File: src/rtl/gg_pkg.sv
package gg_pkg;
  typedef enum logic [1:0] {
    ST_IDLE = 2'd0,
    ST_SEND = 2'd1,
    ST_RTZ  = 2'd2
  } gg_state_e;
endpackage

File: src/rtl/gg_deglitch.sv
// One wire of pulse filtering: a new level is adopted after FILTER_LEN
// consecutive samples at that level.
module gg_deglitch #(
  parameter int FILTER_LEN = 3
) (
  input  logic clk,
  input  logic rst,
  input  logic raw,
  output logic level
);
  localparam int CW = $clog2(FILTER_LEN + 1);
  localparam logic [CW-1:0] LIM = CW'(FILTER_LEN - 1);

  logic [CW-1:0] run_q;

  always_ff @(posedge clk) begin
    if (rst) begin
      level <= 1'b0;
      run_q <= '0;
    end else if (raw == level) begin
      run_q <= '0;
    end else if (run_q == LIM) begin
      level <= raw;
      run_q <= '0;
    end else begin
      run_q <= run_q + 1'b1;
    end
  end
endmodule

File: src/rtl/gg_ctrl.sv
// Handshake controller: capture window, upstream lockout, downstream window.
module gg_ctrl
  import gg_pkg::*;
#(
  parameter int CODE_W = 4,
  parameter int SYM_W  = 2
) (
  input  logic              clk,
  input  logic              rst,
  input  logic [CODE_W-1:0] code_f,
  input  logic              ack_f,
  output gg_state_e         state_q,
  output logic [SYM_W-1:0]  sym_q,
  output logic              err_q
);
  localparam int CNT_W = $clog2(CODE_W + 1);

  logic [CNT_W-1:0] hot_cnt;
  logic [SYM_W-1:0] hot_idx;

  always_comb begin
    hot_cnt = '0;
    hot_idx = '0;
    for (int i = 0; i < CODE_W; i++) begin
      if (code_f[i]) begin
        hot_cnt = hot_cnt + 1'b1;
        hot_idx = SYM_W'(i);
      end
    end
  end

  always_ff @(posedge clk) begin
    if (rst) begin
      state_q <= ST_IDLE;
      sym_q   <= '0;
      err_q   <= 1'b0;
    end else begin
      case (state_q)
        ST_IDLE: begin
          if (hot_cnt > CNT_W'(1)) begin
            err_q <= 1'b1;
          end else if (hot_cnt == CNT_W'(1)) begin
            if (!ack_f && !err_q) begin
              sym_q   <= hot_idx;
              state_q <= ST_SEND;
            end
          end else begin
            err_q <= 1'b0;
          end
        end
        ST_SEND: begin
          if (ack_f) state_q <= ST_RTZ;
        end
        ST_RTZ: begin
          if (!ack_f && (code_f == '0)) state_q <= ST_IDLE;
        end
        default: state_q <= ST_IDLE;
      endcase
    end
  end
endmodule

File: src/rtl/gg_outbuf.sv
// Registered output drivers; nothing here feeds back into the controller.
module gg_outbuf
  import gg_pkg::*;
#(
  parameter int CODE_W = 4,
  parameter int SYM_W  = 2
) (
  input  logic              clk,
  input  logic              rst,
  input  gg_state_e         state_q,
  input  logic [SYM_W-1:0]  sym_q,
  input  logic              err_q,
  output logic [CODE_W-1:0] out_code,
  output logic              in_ack,
  output logic              err_flag
);
  for (genvar i = 0; i < CODE_W; i++) begin : g_wire
    always_ff @(posedge clk) begin
      if (rst) out_code[i] <= 1'b0;
      else     out_code[i] <= (state_q == ST_SEND) && (sym_q == SYM_W'(i));
    end
  end

  always_ff @(posedge clk) begin
    if (rst) begin
      in_ack   <= 1'b0;
      err_flag <= 1'b0;
    end else begin
      in_ack   <= (state_q != ST_IDLE);
      err_flag <= err_q;
    end
  end
endmodule

File: src/rtl/glitch_guard_stage.sv
module glitch_guard_stage
  import gg_pkg::*;
#(
  parameter int FILTER_LEN = 3,
  parameter int CODE_W     = 4
) (
  input  logic              clk,
  input  logic              rst,
  input  logic [CODE_W-1:0] in_code,
  output logic              in_ack,
  output logic [CODE_W-1:0] out_code,
  input  logic              out_ack,
  output logic              err_flag
);
  localparam int SYM_W = $clog2(CODE_W);

  logic [CODE_W-1:0] code_f;
  logic              ack_f;
  gg_state_e         state_q;
  logic [SYM_W-1:0]  sym_q;
  logic              err_q;

  for (genvar i = 0; i < CODE_W; i++) begin : g_in_filt
    gg_deglitch #(.FILTER_LEN(FILTER_LEN)) u_flt (
      .clk(clk), .rst(rst), .raw(in_code[i]), .level(code_f[i])
    );
  end

  gg_deglitch #(.FILTER_LEN(FILTER_LEN)) u_ack_flt (
    .clk(clk), .rst(rst), .raw(out_ack), .level(ack_f)
  );

  gg_ctrl #(.CODE_W(CODE_W), .SYM_W(SYM_W)) u_ctrl (
    .clk(clk), .rst(rst), .code_f(code_f), .ack_f(ack_f),
    .state_q(state_q), .sym_q(sym_q), .err_q(err_q)
  );

  gg_outbuf #(.CODE_W(CODE_W), .SYM_W(SYM_W)) u_obuf (
    .clk(clk), .rst(rst), .state_q(state_q), .sym_q(sym_q), .err_q(err_q),
    .out_code(out_code), .in_ack(in_ack), .err_flag(err_flag)
  );
endmodule

File: config.mk
export PLATFORM = sky130hd
export DESIGN_NAME = glitch_guard_stage
export DESIGN_NICKNAME = d
export VERILOG_FILES = /design/src/rtl/gg_pkg.sv /design/src/rtl/gg_deglitch.sv /design/src/rtl/gg_ctrl.sv /design/src/rtl/gg_outbuf.sv /design/src/rtl/glitch_guard_stage.sv
export SDC_FILE = /design/constraint.sdc
export NUM_CORES = 1
export LEC_CHECK = 0
export BUFFER_PORTS_ARGS = -buffer_cell sky130_fd_sc_hd__buf_2
export CAP_MARGIN = 20
export CORE_MARGIN = 10
export CORE_UTILIZATION = 54
export DETAILED_ROUTE_END_ITERATION = 8
export GPL_TIMING_DRIVEN = 0
export HOLD_SLACK_MARGIN = 0.08
export PLACE_DENSITY_LB_ADDON = 0.15
export SETUP_SLACK_MARGIN = 0.4
export SLEW_MARGIN = 20
export SYNTH_ARGS = -nofsm -noshare
export SYNTH_HDL_FRONTEND = slang
export SYNTH_HIERARCHICAL = 1
export SYNTH_SLANG_ARGS = --single-unit
File: constraint.sdc
create_clock -name clk -period 2.9 [get_ports clk]
set_input_delay 0.58 -clock clk [delete_from_list [all_inputs] [get_ports clk]]
set_output_delay 0.58 -clock clk [all_outputs]
set_load 0.1 [all_outputs]
# After elaboration in Yosys (flattened, before gate mapping)
# Index checks and enable logic that the tools add are counted.
# Widths: inputs -> output; s select.
# word_totals
output_inout_bits	6
in_bits	7
reg_bits	26
wordCells	96
# op_classes
eq_ne	22
order_cmp	1
muxes	15
reduce_logical	25
n_addsub	8
bitwise	6
# ops
operator	count
$eq 2x2->1 const B	8
$reduce_or 3->1	5
$mux 2	7
$reduce_and 2->1	6
$add 2x1->2 const B	5
$mux 3	3
$ne 2x1->1 const B	4
$add 3x1->3 const B	2
$logic_and 1x1->1	6
$not 1->1	6
$pmux 2 s3	1
$eq 1x1->1	5
$reduce_and 5->1	1
$eq 2x1->1 const B	2
$logic_not 2->1	2
$logic_not 4->1	1
$mux 1	4
$ne 2x2->1 const B	2
$reduce_and 4->1	1
$eq 3x1->1 const B	1
$gt 3x1->1 const B	1
$add 1x1->2 const B	1
$logic_not 1->1	2
$reduce_bool 2->1	1

# Logic depth before layout (Yosys ltp)
# Gate-level depths: netlist of the first run.
# depth
depth_word	11
mapped_depth	9

# By module
# The synthesis of the first run kept the hierarchy.
# modules_own_cells
module	seq_area_each_um2	area_each_um2	instances	cells_each
gg_deglitch	60.1	111.4	5	10
gg_ctrl	100.1	412.9	1	47
gg_outbuf	120.1	183.9	1	14

# Worst setup path after synthesis of the first run
# No wires, ideal clock.
# synth_timing
kind	flip-flop to flip-flop
from	register g_in_filt[0].u_flt.level
to	register u_ctrl.sym_q[0]
setup_time_ps	121
period_less_slack_ps	2210
path_slack_ps	690
t_arrival_ps	2088
path_stages_with_launch	10
path_buffers	0
required_time_ps	2779
cell_sequence	dfxtp_1 > inv_1 > ha_1 > xnor2_2 > inv_1 > ha_1 > nand2_1 > o31ai_2 > nor4_4 > mux2_4
# synth_between
elab_chain_len	10
# synth_lines
item	line	rtl
start: declaration	gg_deglitch.sv:9	output logic level
start signal: assignment	gg_deglitch.sv:23	level <= raw;
$mux 1 (*)	gg_ctrl.sv:25	if (code_f[i]) begin
$add 1x1->2	gg_ctrl.sv:26	hot_cnt = hot_cnt + 1'b1;
$mux 3 (*)	gg_ctrl.sv:25	
$add 3x1->3	gg_ctrl.sv:26	
$mux 3 (*)	gg_ctrl.sv:25	
$add 3x1->3	gg_ctrl.sv:26	
$mux 3 (*)	gg_ctrl.sv:25	
$gt 3x1->1	gg_ctrl.sv:40	if (hot_cnt > CNT_W'(1)) begin
$not 1->1 (no line)	--	
$reduce_and 4->1 (no line) (*)	--	
end signal: assignment	gg_ctrl.sv:44	sym_q <= hot_idx;
end: declaration	gg_ctrl.sv:13	output logic [SYM_W-1:0] sym_q,
# Every way passes the cells marked *; elsewhere a longest branch is shown, timed or not.
# A chain may end at the register's enable or synchronous reset.

# Final worst setup path of the first run
# layout_timing
from	register g_in_filt[1].u_flt.level
to	register u_ctrl.sym_q[0]
# layout_between
elab_chain_len	8
# layout_lines
item	line
start: declaration	gg_deglitch.sv:9
start signal: assignment	gg_deglitch.sv:23
$mux 3	gg_ctrl.sv:25
$add 3x1->3	gg_ctrl.sv:26
$mux 3	gg_ctrl.sv:25
$add 3x1->3	gg_ctrl.sv:26
$mux 3	gg_ctrl.sv:25
$gt 3x1->1	gg_ctrl.sv:40
$not 1->1 (no line)	--
$reduce_and 4->1 (no line)	--
# Several ways; a longest one is shown, not always the timed one.

==> out/summary.log, run 1 <==
[run_status] run status finished clean
[route] post-DR wirelength/cell 11.2 µm
[pwr] maximum resistive drop on vdd 245 µV
[final_layout] Ant. Diodes 0
[synth] warning count from the yosys run 6
[final_layout] count of filler cells inserted in the layout 183
[worst_setup_path] ordered cell list for the critical path inv_1, ha_1, xnor2_2, inv_1, ha_1, nand2_1, o31ai_2, nor4_4, mux2_4
[final_layout] layout-stage area growth over the synthesis result 11.3%
[job] Max-cap violations 0
[worst_setup_path] critical path startpoint g_in_filt[1].u_flt/level$_SDFFE_PP0P_
[die] initial core utilization 57.6%
[final_layout] area of combinational cells with multiple inputs 577 µm²
[synth] instance count of the mapped netlist 111
[die] Ports 13
[timing] final sum of negative setup slack 0 ns
[worst_setup_path] Worst Setup Start Kind flip-flop
[route] number of vias per cell 5.13
[clocking] Resized cells post-CTS 0
[worst_setup_path] nature of the critical path endpoint flip-flop
[die] area inside the core boundary 2000 µm²
[timing] max frequency 424 MHz
[pwr] Pwr Total 636 µW
[worst_setup_path] internal reg-to-reg setup slack 0.54 ns
[timing] RSZ-0062 raised after global routing false
[synth] leading cell type by number of instances after synthesis sky130_fd_sc_hd__dfxtp_1
[synth] synthesis-stage register bit count 26
[clocking] clock tree root buffer cell sky130_fd_sc_hd__clkbuf_4
[clocking] insertion delay of the later-clocked pin in the worst-skew pair 0.31 ns
[route] total via count after detailed routing 790
[global_route] antenna violations before repair 0
[timing] final setup skew 0.00204 ns
[clocking] CTS Buffer Depth 2
[route] Pre-antenna DRT Iters 2
[placed_design] GP Congestion 0.688
[synth] Net Count, Synth 126
[global_route] vias in the first global route 759
[clocking] Setup Fix Bufs, Post-CTS 0
[die] standard-cell row count 16
[route] total DRC errors in the routed layout 0
[final_layout] Net count, final 143
[worst_setup_path] combined buffer and inverter count along the critical path 2
[timing] slew at the pin with the worst max-slew slack 0.490 ns
[synth] mean post-synth cell area 10.4 µm²
[synth] top cells by count, synth sky130_fd_sc_hd__dfxtp_1 (26), sky130_fd_sc_hd__nor2_1 (16), sky130_fd_sc_hd__nor4_1 (11)
[worst_setup_path] critical path's top delay family adder cells
[worst_setup_path] source of the worst register-to-register timing path g_in_filt[1].u_flt/level$_SDFFE_PP0P_
[clocking] # clock sinks 26
[placed_design] detailed placer's ending HPWL 1320 µm
[global_route] overflow left after global routing 0
[timing] worst hold margin 0.428 ns
[synth] number of distinct library cells after synthesis 27
[worst_setup_path] Worst Reg-to-Reg Cells 9
[die] overall die height 66.2 µm
[timing] part of the cycle the worst path needs 81.3%
[synth] sequential share of the synthesized area 45.1%
[clocking] CTS H-tree depth 1
[final_layout] final core utilization 64.1%
[clocking] TritonCTS buffer count 3
[worst_hold_path] endpoint of the worst hold path g_in_filt[3].u_flt/run_q[0]$_SDFF_PP0_
[route] wirelength, routed 1730 µm
[worst_setup_path] largest incremental delay on the critical path 0.45 ns
[clocking] clock tree from TritonCTS built
[global_route] wire length of the first global-routing pass 3040 µm
[timing] final count of hold timing violations 0
[worst_hold_path] kind of path behind the tightest hold check flip-flop to flip-flop
[worst_setup_path] arrival time reported for the critical path endpoint 2.57 ns
[die] x dimension of the die 66.2 µm
[die] die area 4390 µm²
[synth] number of flops mapped to enable cells by yosys 0
[worst_setup_path] top fanout value on the critical path 5
[pwr] cell leakage power 0.000515 µW
[global_route] overall global routing resource usage 8.55%
[pwr] power density over the cells 496 nW/µm²
[synth] Synth top area share 45.1%
[timing] final setup violation count 0
[synth] dominant cells by area after synthesis sky130_fd_sc_hd__dfxtp_1 (45%), sky130_fd_sc_hd__ha_1 (8.7%), sky130_fd_sc_hd__nor4_1 (6.0%)
[synth] share of synthesized flip-flops with an asynchronous set or reset 0%
[worst_hold_path] Min-Delay Path Depth 1
[clocking] Hold-fix buffers, CTS 0
[clocking] clock-pin slew on the worst setup and hold paths 0.13 ns
[final_layout] sequential standard cell area 520 µm²
[timing] max-slew violation count 0
[global_route] maximum number of pins on one net before global-route repair 29
[worst_setup_path] Reg2Reg Capture Point u_ctrl/sym_q[0]$_SDFFE_PP0P_
[worst_setup_path] type of the worst setup path flip-flop to flip-flop
[final_layout] fraction of final layout cells sized beyond drive strength 1 21.3%
[worst_setup_path] data required time at the worst endpoint 3.11 ns
[worst_setup_path] library cell contributing the largest single delay on the critical path sky130_fd_sc_hd__dfxtp_1
[route] remaining antenna violation count after routing 0
[worst_hold_path] beginning of the worst hold path g_in_filt[3].u_flt/run_q[0]$_SDFF_PP0_
[timing] min Tclk post-route 2.36 ns
[route] drt initial violations 12
[synth] prevailing post-synth register cell sky130_fd_sc_hd__dfxtp_1
[placed_design] number of buffers inserted by port buffering 12
[synth] largest area contributor in the netlist sky130_fd_sc_hd__dfxtp_1
[timing] worst slew slack as a fraction of its limit 67.6%
[synth] Syn Std Cell Area 1150 µm²
cell families after synthesis:
| logic type | Yosys count | synth area share [%] |
|---|---|---|
| xor gates and xnor gates | 8 | 7.38 |
| buffers and inverters | 11 | 4.88 |
| and+or+nand+nor | 43 | 22.5 |
| DFF | 26 | 45.1 |
| muxes | 7 | 6.51 |
| adders and majority gates | 8 | 8.68 |
| AOI/OAI and AO/OA | 8 | 4.99 |
cell usage in the layout, fill, tap and decap left out, types with 2 or more instances in the layout:
cell type | Yosys | layout
sky130_fd_sc_hd__dfxtp_1 | 26 | 26
sky130_fd_sc_hd__nor2_1 | 16 | 16
sky130_fd_sc_hd__buf_2 | 0 | 12
sky130_fd_sc_hd__nor4_1 | 11 | 11
sky130_fd_sc_hd__inv_1 | 9 | 9
sky130_fd_sc_hd__ha_1 | 8 | 8
sky130_fd_sc_hd__mux2i_1 | 6 | 6
sky130_fd_sc_hd__xnor2_1 | 5 | 5
sky130_fd_sc_hd__nand2_1 | 4 | 4
sky130_fd_sc_hd__clkbuf_4 | 0 | 3
sky130_fd_sc_hd__nor2b_1 | 3 | 3
sky130_fd_sc_hd__nor4b_1 | 3 | 3
sky130_fd_sc_hd__a21oi_1 | 3 | 3
sky130_fd_sc_hd__buf_6 | 2 | 2
per-stage QoR:
step | std cells | worst slack, ns | area, µm²
floorplan | 111 | 0.690 | 1150
global placement | 150 | 0.589 | 1250
detailed placement | 150 | 0.547 | 1250
CTS | 154 | 0.523 | 1280
global route | 154 | 0.409 | 1280
finish | 154 | 0.541 | 1280
per-layer routing:
layer	vias up	GRT usage, %	part of all wire (%)
met5	-	0	0
met4	0	4.71	0.93
met3	2	2.03	3.8
met2	9	15.4	51
met1	367	8.78	44
li1	412	-	-
power breakdown:
group	internal [µW]	switching [µW]	total, µW
Combinational	32.6	47.9	80.5
Sequential	371	9.23	380
Clock	76.6	98.8	175
Total	480	156	636
sequential cells by signal (all words and copies together), names as in the netlist:
name / cells
u_obuf/in_ack: 1
u_ctrl/state_q: 2
g_in_filt.u_flt/run_q: 8
u_ack_flt/level: 1
g_in_filt.u_flt/level: 4
u_obuf/err_flag: 1
u_obuf/out_code: 4
u_ack_flt/run_q: 2
u_ctrl/sym_q: 2
u_ctrl/err_q: 1
worst max path at each step:
stage / cells after the start / slack, ns / end
6_report: 9 / 0.54 / u_ctrl/sym_q[0]$_SDFFE_PP0P_
5_1_grt: 9 / 0.41 / u_ctrl/sym_q[0]$_SDFFE_PP0P_
4_1_cts: 9 / 0.52 / u_ctrl/sym_q[0]$_SDFFE_PP0P_
3_5_place_dp: 9 / 0.55 / u_ctrl/sym_q[0]$_SDFFE_PP0P_
3_3_place_gp: 9 / 0.59 / u_ctrl/sym_q[0]$_SDFFE_PP0P_
2_1_floorplan: 9 / 0.69 / u_ctrl/sym_q[0]$_SDFFE_PP0P_
area by class of cell:
type                       count  area share, %
sequential                    26           40.5
inverter                       9           2.63
tap                           27           2.63
timing repair buffer          12           4.68
clock buffer                   4           2.83
buffer                         2           1.75
multi-input combinational     74           44.9
(Power assumes the default switching activity.)
==> run 2, diff against run 1 <==
--- a/config.mk
+++ b/config.mk
@@ -8,7 +8,7 @@
 export BUFFER_PORTS_ARGS = -buffer_cell sky130_fd_sc_hd__buf_2
 export CAP_MARGIN = 20
 export CORE_MARGIN = 10
-export CORE_UTILIZATION = 54
+export CORE_UTILIZATION = 50
 export DETAILED_ROUTE_END_ITERATION = 8
 export GPL_TIMING_DRIVEN = 0
 export HOLD_SLACK_MARGIN = 0.08
==> constraint.sdc (replaced) <==
create_clock -name clk -period 2 [get_ports clk]
set_input_delay 0.4 -clock clk [delete_from_list [all_inputs] [get_ports clk]]
set_output_delay 0.4 -clock clk [all_outputs]
set_load 0.1 [all_outputs]
==> run 2 against run 1 <==
  * Core utilization about the same
  * Clock skew about the same
  * Routed wire length up 10%
  * Highest routed layer unchanged
==> out/summary.log, run 2 (synthesized netlist as in run 1, its figures left out) <==
[worst_setup_path] arrival time reported for the critical path endpoint 2.16 ns
[route] total DRC errors in the routed layout 0
[placed_design] detailed placer's ending HPWL 1380 µm
[placed_design] number of buffers inserted by port buffering 12
[route] remaining antenna violation count after routing 0
[global_route] overflow left after global routing 0
[die] standard-cell row count 17
[final_layout] most used cells in the layout excluding fill and tap cells sky130_fd_sc_hd__dfxtp_1 (24), sky130_fd_sc_hd__nor2_1 (14), sky130_fd_sc_hd__buf_2 (12)
[die] x dimension of the die 68.0 µm
[timing] part of the cycle the worst path needs 97.3%
[job] Max-cap violations 0
[die] area inside the core boundary 2210 µm²
[worst_setup_path] data required time at the worst endpoint 2.22 ns
[run_status] run status finished clean
[worst_setup_path] type of the worst setup path flip-flop to flip-flop
[final_layout] Ant. Diodes 0
[route] drt initial violations 40
[final_layout] Most flops, register g_in_filt.u_flt/run_q
[timing] RSZ-0062 raised after global routing true
[placed_design] cell count after placement 151
[route] post-DR wirelength/cell 11.8 µm
[global_route] overall global routing resource usage 8.45%
[worst_setup_path] ordered cell list for the critical path inv_2, ha_4, xnor2_4, inv_2, ha_4, nand2_4, xor2_2, nor4_4, mux2_4
[timing] final setup violation count 0
[final_layout] number of standard cells in the layout, taps in and fillers out 161
[worst_setup_path] critical path's top delay family flip-flops
[clocking] clock tree from TritonCTS built
[worst_setup_path] combined buffer and inverter count along the critical path 2
[timing] max-slew violation count 0
[placed_design] GP Congestion 0.685
[timing] min Tclk post-route 1.95 ns
[route] total via count after detailed routing 801
[final_layout] leading cell type in the layout, fill and taps excluded sky130_fd_sc_hd__dfxtp_1
[clocking] clock-pin slew on the worst setup and hold paths 0.13 ns
[pwr] power density over the cells 667 nW/µm²
[die] overall die height 68.0 µm
[global_route] antenna violations before repair 0
[pwr] cell leakage power 0.000572 µW
[clocking] CTS H-tree depth 1
[pwr] maximum resistive drop on vdd 431 µV
[worst_hold_path] kind of path behind the tightest hold check input port to flip-flop
[final_layout] flip-flop count of the largest register after layout 8
[timing] final count of hold timing violations 0
[clocking] clock tree root buffer cell sky130_fd_sc_hd__clkbuf_4
[global_route] wire length of the first global-routing pass 3110 µm
[global_route] vias in the first global route 775
[timing] final setup skew 0.00157 ns
[final_layout] Net count, final 149
[worst_setup_path] largest incremental delay on the critical path 0.38 ns
[worst_setup_path] nature of the critical path endpoint flip-flop
[global_route] maximum number of pins on one net before global-route repair 29
[final_layout] layout-stage area growth over the synthesis result 22.9%
[worst_setup_path] Worst Setup Start Kind flip-flop
[die] die area 4630 µm²
[clocking] TritonCTS buffer count 3
[route] number of vias per cell 4.98
[timing] worst slew slack as a fraction of its limit 67.7%
[clocking] insertion delay of the later-clocked pin in the worst-skew pair 0.31 ns
[worst_setup_path] top fanout value on the critical path 3
[route] Pre-antenna DRT Iters 3
[die] Ports 13
[route] wirelength, routed 1900 µm
[final_layout] fraction of final layout cells sized beyond drive strength 1 34.6%
[timing] worst hold margin 0.345 ns
[timing] slew at the pin with the worst max-slew slack 0.488 ns
[clocking] Hold-fix buffers, CTS 0
[clocking] # clock sinks 26
[timing] max frequency 514 MHz
[final_layout] Largest regs g_in_filt.u_flt/run_q: 8 flops, g_in_filt.u_flt/level: 4 flops, u_obuf/out_code: 4 flops
[worst_setup_path] library cell contributing the largest single delay on the critical path sky130_fd_sc_hd__dfxtp_4
[die] initial core utilization 52.1%
[clocking] CTS Buffer Depth 2
==> run 2: cell count changes in the layout (fill, tap and decap cells not counted), moves of 2 or more <==
cell and change:
sky130_fd_sc_hd__buf_4 +6, sky130_fd_sc_hd__dfxtp_1 -2, sky130_fd_sc_hd__dfxtp_4 +2, sky130_fd_sc_hd__ha_1 -2, sky130_fd_sc_hd__ha_4 +2, sky130_fd_sc_hd__inv_1 -3, sky130_fd_sc_hd__inv_2 +3, sky130_fd_sc_hd__nand2_1 -2
sky130_fd_sc_hd__nor2_1 -2, sky130_fd_sc_hd__nor2_4 +2
==> run 2: where the power goes <==
| part | leakage [µW] | switching [µW] | total (µW) | internal (µW) |
|---|---|---|---|---|
| registers | 0.000213 | 13.2 | 550 | 536 |
| clock network | 0.0000210 | 145 | 256 | 111 |
| logic | 0.000338 | 78.3 | 140 | 61.4 |
==> run 2: final cells by class <==
| cell class | count | area, µm² |
|---|---|---|
| Buffer | 2 | 22.5 |
| Inverter | 9 | 33.8 |
| Clock buffer | 4 | 36.3 |
| Tap cell | 28 | 35.0 |
| Multi-Input combinational cell | 74 | 657 |
| Sequential cell | 26 | 528 |
| Fill cell | 198 | 795 |
| Timing Repair Buffer | 18 | 105 |
==> run 2: per-stage QoR <==
stage	utilization (%)	setup TNS, ns	worst slack, ns	power, µW	cell area, µm²
2_1_floorplan	-	0	0.0115	657	1190
3_3_place_gp	58.0	-0.0627	-0.0627	683	1280
3_5_place_dp	58.0	-0.114	-0.114	688	1280
4_1_cts	61.7	0	0.0303	950	1360
5_1_grt	64.1	-0.0339	-0.0186	992	1420
6_report	64.1	0	0.0531	945	1420
==> run 2: final timing paths <==
kind / startpoint / end / slack (ns) / cells past startpoint
worst max-delay path: g_in_filt[0].u_flt/level$_SDFFE_PP0P_ / u_ctrl/sym_q[0]$_SDFFE_PP0P_ / 0.05 / 9
worst min-delay path: in_code[1] / g_in_filt[1].u_flt/level$_SDFFE_PP0P_ / 0.35 / 3
worst max register to register: g_in_filt[0].u_flt/level$_SDFFE_PP0P_ / u_ctrl/sym_q[0]$_SDFFE_PP0P_ / 0.05 / 9
worst min register to register: g_in_filt[0].u_flt/run_q[0]$_SDFF_PP0_ / g_in_filt[0].u_flt/run_q[0]$_SDFF_PP0_ / 0.43 / 1
==> run 2: per-layer routing <==
layer  wire length [µm]  global-route usage, %  vias up
li1                   -                      -      423
met1                870                   9.81      366
met2                912                   14.2       10
met3                101                   2.28        2
met4                 13                   3.77        0
met5                  0                      0        -
==> run 2: repair_timing <==
item | in CTS | in global routing
cloned | 0 | 0
setup buffers | 5 | 1
pin swaps | 3 | 2
gates resized for setup | 3 | 12
endpoints found under the setup margin | 4 | 4
==> run 2: worst min-delay path: stages <==
cell and delay, ns:
sky130_fd_sc_hd__buf_2 0.09, sky130_fd_sc_hd__mux2i_1 0.06, sky130_fd_sc_hd__nor2_1 0.07
==> run 3, diff against run 2 <==
--- a/config.mk
+++ b/config.mk
@@ -17,5 +17,4 @@
 export SLEW_MARGIN = 20
 export SYNTH_ARGS = -nofsm -noshare
 export SYNTH_HDL_FRONTEND = slang
-export SYNTH_HIERARCHICAL = 1
 export SYNTH_SLANG_ARGS = --single-unit
==> run 3 against run 2 <==
  * Sequential power is essentially flat
  * Maximum frequency grew 6.3%
  * Hold slack lost 0.025 ns
  * Count of clock-buffer cells in the layout shrank 1
  * Sequential share of layout area grew 0.21 points
  * Setup slack gained 0.12 ns
  * First-iteration DRC count shrank 48%
  * Final area shrank 1.5%
  * Die area shrank 2.1%
  * Clock power grew 44%
  * Flip-flop and latch count is the same
  * Critical path type unchanged
  * Largest power group unchanged
  * Highest routed layer unchanged
==> out/summary.log, run 3 <==
[final_layout] sequential standard cell area 523 µm²
[global_route] antenna violations before repair 0
[clocking] TritonCTS buffer count 3
[placed_design] number of buffers inserted by port buffering 12
[route] wirelength, routed 2180 µm
[placed_design] placed instance area 1240 µm²
[die] die area 4530 µm²
[clocking] clock-pin slew on the worst setup and hold paths 0.15 ns
[synth] top cells by count, synth sky130_fd_sc_hd__dfxtp_1 (26), sky130_fd_sc_hd__nor2_1 (25), sky130_fd_sc_hd__ha_1 (8), sky130_fd_sc_hd__inv_1 (8), sky130_fd_sc_hd__mux2i_1 (7)
[clocking] CTS Buffer Depth 2
[run_status] run status finished clean
[die] area inside the core boundary 2170 µm²
[pwr] power density over the cells 756 nW/µm²
[timing] final count of hold timing violations 0
[clocking] # clock sinks 26
[timing] min Tclk post-route 1.83 ns
[worst_setup_path] library cell contributing the largest single delay on the critical path sky130_fd_sc_hd__dfxtp_2
[synth] synthesis-stage register bit count 26
[timing] worst slew slack as a fraction of its limit 67.7%
[final_layout] Net count, final 154
[synth] prevailing post-synth register cell sky130_fd_sc_hd__dfxtp_1
[route] total via count after detailed routing 818
[worst_setup_path] data required time at the worst endpoint 2.29 ns
[final_layout] flip-flop count of the largest register after layout 8
[clocking] clock tree from TritonCTS built
[synth] Syn Std Cell Area 1120 µm²
[synth] largest area contributor in the netlist sky130_fd_sc_hd__dfxtp_1
[synth] share of synthesized flip-flops with an asynchronous set or reset 0%
[worst_hold_path] kind of path behind the tightest hold check input port to flip-flop
[die] Ports 13
[final_layout] most used cells in the layout excluding fill and tap cells sky130_fd_sc_hd__dfxtp_1 (24), sky130_fd_sc_hd__nor2_1 (23), sky130_fd_sc_hd__buf_2 (12)
[global_route] vias in the first global route 815
[global_route] maximum number of pins on one net before global-route repair 16
[final_layout] fraction of final layout cells sized beyond drive strength 1 30.4%
[placed_design] GP Congestion 0.747
[global_route] overflow left after global routing 0
[worst_setup_path] crit-path most repeated cell sky130_fd_sc_hd__ha_4
[final_layout] layout-stage area growth over the synthesis result 24.7%
[final_layout] area of combinational cells with multiple inputs 617 µm²
[die] initial core utilization 51.6%
[route] total DRC errors in the routed layout 0
[synth] number of distinct library cells after synthesis 28
[timing] max frequency 546 MHz
[worst_setup_path] critical path's top delay family simple AND/OR/NAND/NOR gates
[pwr] cell leakage power 0.000609 µW
[worst_setup_path] nature of the critical path endpoint flip-flop
[placed_design] cell count after placement 155
[synth] dominant cells by area after synthesis sky130_fd_sc_hd__dfxtp_1 (46%), sky130_fd_sc_hd__ha_1 (8.9%), sky130_fd_sc_hd__nor2_1 (8.4%)
[timing] slew at the pin with the worst max-slew slack 0.487 ns
[synth] Synth top area share 46.5%
[timing] part of the cycle the worst path needs 91.5%
[global_route] overall global routing resource usage 10.2%
[pwr] Pwr Total 1060 µW
[die] overall die height 67.3 µm
[placed_design] detailed placer's ending HPWL 1380 µm
[synth] number of flops mapped to enable cells by yosys 0
[route] post-DR wirelength/cell 13.1 µm
[final_layout] Ant. Diodes 0
[route] drt initial violations 21
[timing] final sum of negative setup slack 0 ns
[final_layout] Largest regs g_in_filt.u_flt.run_q: 8 flops, g_in_filt.u_flt.level: 4 flops, u_obuf.out_code: 4 flops
[worst_setup_path] Worst Setup Start Kind flip-flop
[route] Pre-antenna DRT Iters 4
[timing] final setup skew 0.0109 ns
[route] number of vias per cell 4.93
[clocking] clock tree root buffer cell sky130_fd_sc_hd__clkbuf_4
[final_layout] count of filler cells inserted in the layout 191
[clocking] Hold-fix buffers, CTS 0
[final_layout] leading cell type in the layout, fill and taps excluded sky130_fd_sc_hd__dfxtp_1
[worst_setup_path] top fanout value on the critical path 3
[worst_setup_path] largest incremental delay on the critical path 0.37 ns
[synth] instance count of the mapped netlist 115
[synth] leading cell type by number of instances after synthesis sky130_fd_sc_hd__dfxtp_1
[synth] warning count from the yosys run 0
[synth] sequential share of the synthesized area 46.5%
[timing] final setup violation count 0
[die] standard-cell row count 17
[final_layout] cell area after layout 1400 µm²
[worst_setup_path] type of the worst setup path flip-flop to flip-flop
[worst_setup_path] ordered cell list for the critical path inv_2, ha_4, and2_4, nor2_4, ha_4, nand2_4, xor2_2, nor4_4, mux2i_1
[final_layout] Most flops, register g_in_filt.u_flt.run_q
[clocking] CTS H-tree depth 1
[synth] mean post-synth cell area 9.74 µm²
[worst_setup_path] combined buffer and inverter count along the critical path 1
[die] x dimension of the die 67.3 µm
[route] remaining antenna violation count after routing 0
[pwr] maximum resistive drop on vdd 595 µV
[clocking] insertion delay of the later-clocked pin in the worst-skew pair 0.34 ns
[timing] worst hold margin 0.320 ns
[timing] RSZ-0062 raised after global routing true
[final_layout] number of standard cells in the layout, taps in and fillers out 166
[global_route] wire length of the first global-routing pass 3520 µm
[synth] Net Count, Synth 130
[timing] max-slew violation count 0
[worst_setup_path] arrival time reported for the critical path endpoint 2.12 ns
[job] Max-cap violations 0
## run 3: layout make-up
type | count | share of cell area, %
buffer | 4 | 1.88
clock buffer | 3 | 1.61
clock inverter | 1 | 2.15
inverter | 8 | 2.15
multi-input combinational | 77 | 44.2
sequential | 26 | 37.5
tap | 28 | 2.51
timing repair buffer | 19 | 8.06
## run 3: power breakdown
group | switching (µW) | internal, µW
combinational | 80.0 | 57.9
clock | 165 | 203
sequential | 10.4 | 539
## run 3: worst reg2reg max path, stage by stage (launching register included)
cell and delay [ns]:
sky130_fd_sc_hd__dfxtp_2 0.37, sky130_fd_sc_hd__inv_2 0.05, sky130_fd_sc_hd__ha_4 0.15, sky130_fd_sc_hd__and2_4 0.16
sky130_fd_sc_hd__nor2_4 0.13, sky130_fd_sc_hd__ha_4 0.15, sky130_fd_sc_hd__nand2_4 0.04, sky130_fd_sc_hd__xor2_2 0.16
sky130_fd_sc_hd__nor4_4 0.37, sky130_fd_sc_hd__mux2i_1 0.22
## run 3: cell families after synthesis
group | Yosys count | synth area share [%]
flops | 26 | 46.5
mux | 7 | 6.26
buf+inv | 12 | 5.03
compound gates | 8 | 5.81
simple gates | 46 | 20.6
fa+ha+maj | 8 | 8.94
xor+xnor | 8 | 6.93
## run 3: layer usage
metal | track usage (%) | wire [µm] | vias to the layer above
met1 | 10.4 | 911 | 379
met4 | 6.15 | 55 | 0
met2 | 18.0 | 1100 | 13
li1 | - | - | 421
met3 | 2.98 | 108 | 5
met5 | 0 | 0 | -
## run 3: worst paths after layout
kind | startpoint | end | slack, ns | cells after the start
worst max-delay path | g_in_filt[1].u_flt.level$_SDFFE_PP0P_ | u_ctrl.sym_q[0]$_SDFFE_PP0P_ | 0.17 | 9
worst min-delay path | out_ack | u_ack_flt.level$_SDFFE_PP0P_ | 0.32 | 3
worst max register to register | g_in_filt[1].u_flt.level$_SDFFE_PP0P_ | u_ctrl.sym_q[0]$_SDFFE_PP0P_ | 0.17 | 9
worst min register to register | g_in_filt[3].u_flt.run_q[0]$_SDFF_PP0_ | g_in_filt[3].u_flt.run_q[0]$_SDFF_PP0_ | 0.42 | 1
## run 3: repair_timing
action / CTS / global route
pin swaps: 5 / 1
buffers inserted: 6 / 1
endpoints found under the hold margin: 0 / 0
endpoints found under the setup margin: 4 / 4
gates resized for setup: 11 / 1
## run 3: metrics by stage
step	util, %	worst slack [ns]
final	64.4	0.169
after global routing	64.4	0.0229
after CTS	63.8	0.179
after detailed placement	57.0	0.115
after global placement	57.0	0.137
after floorplan	-	0.218
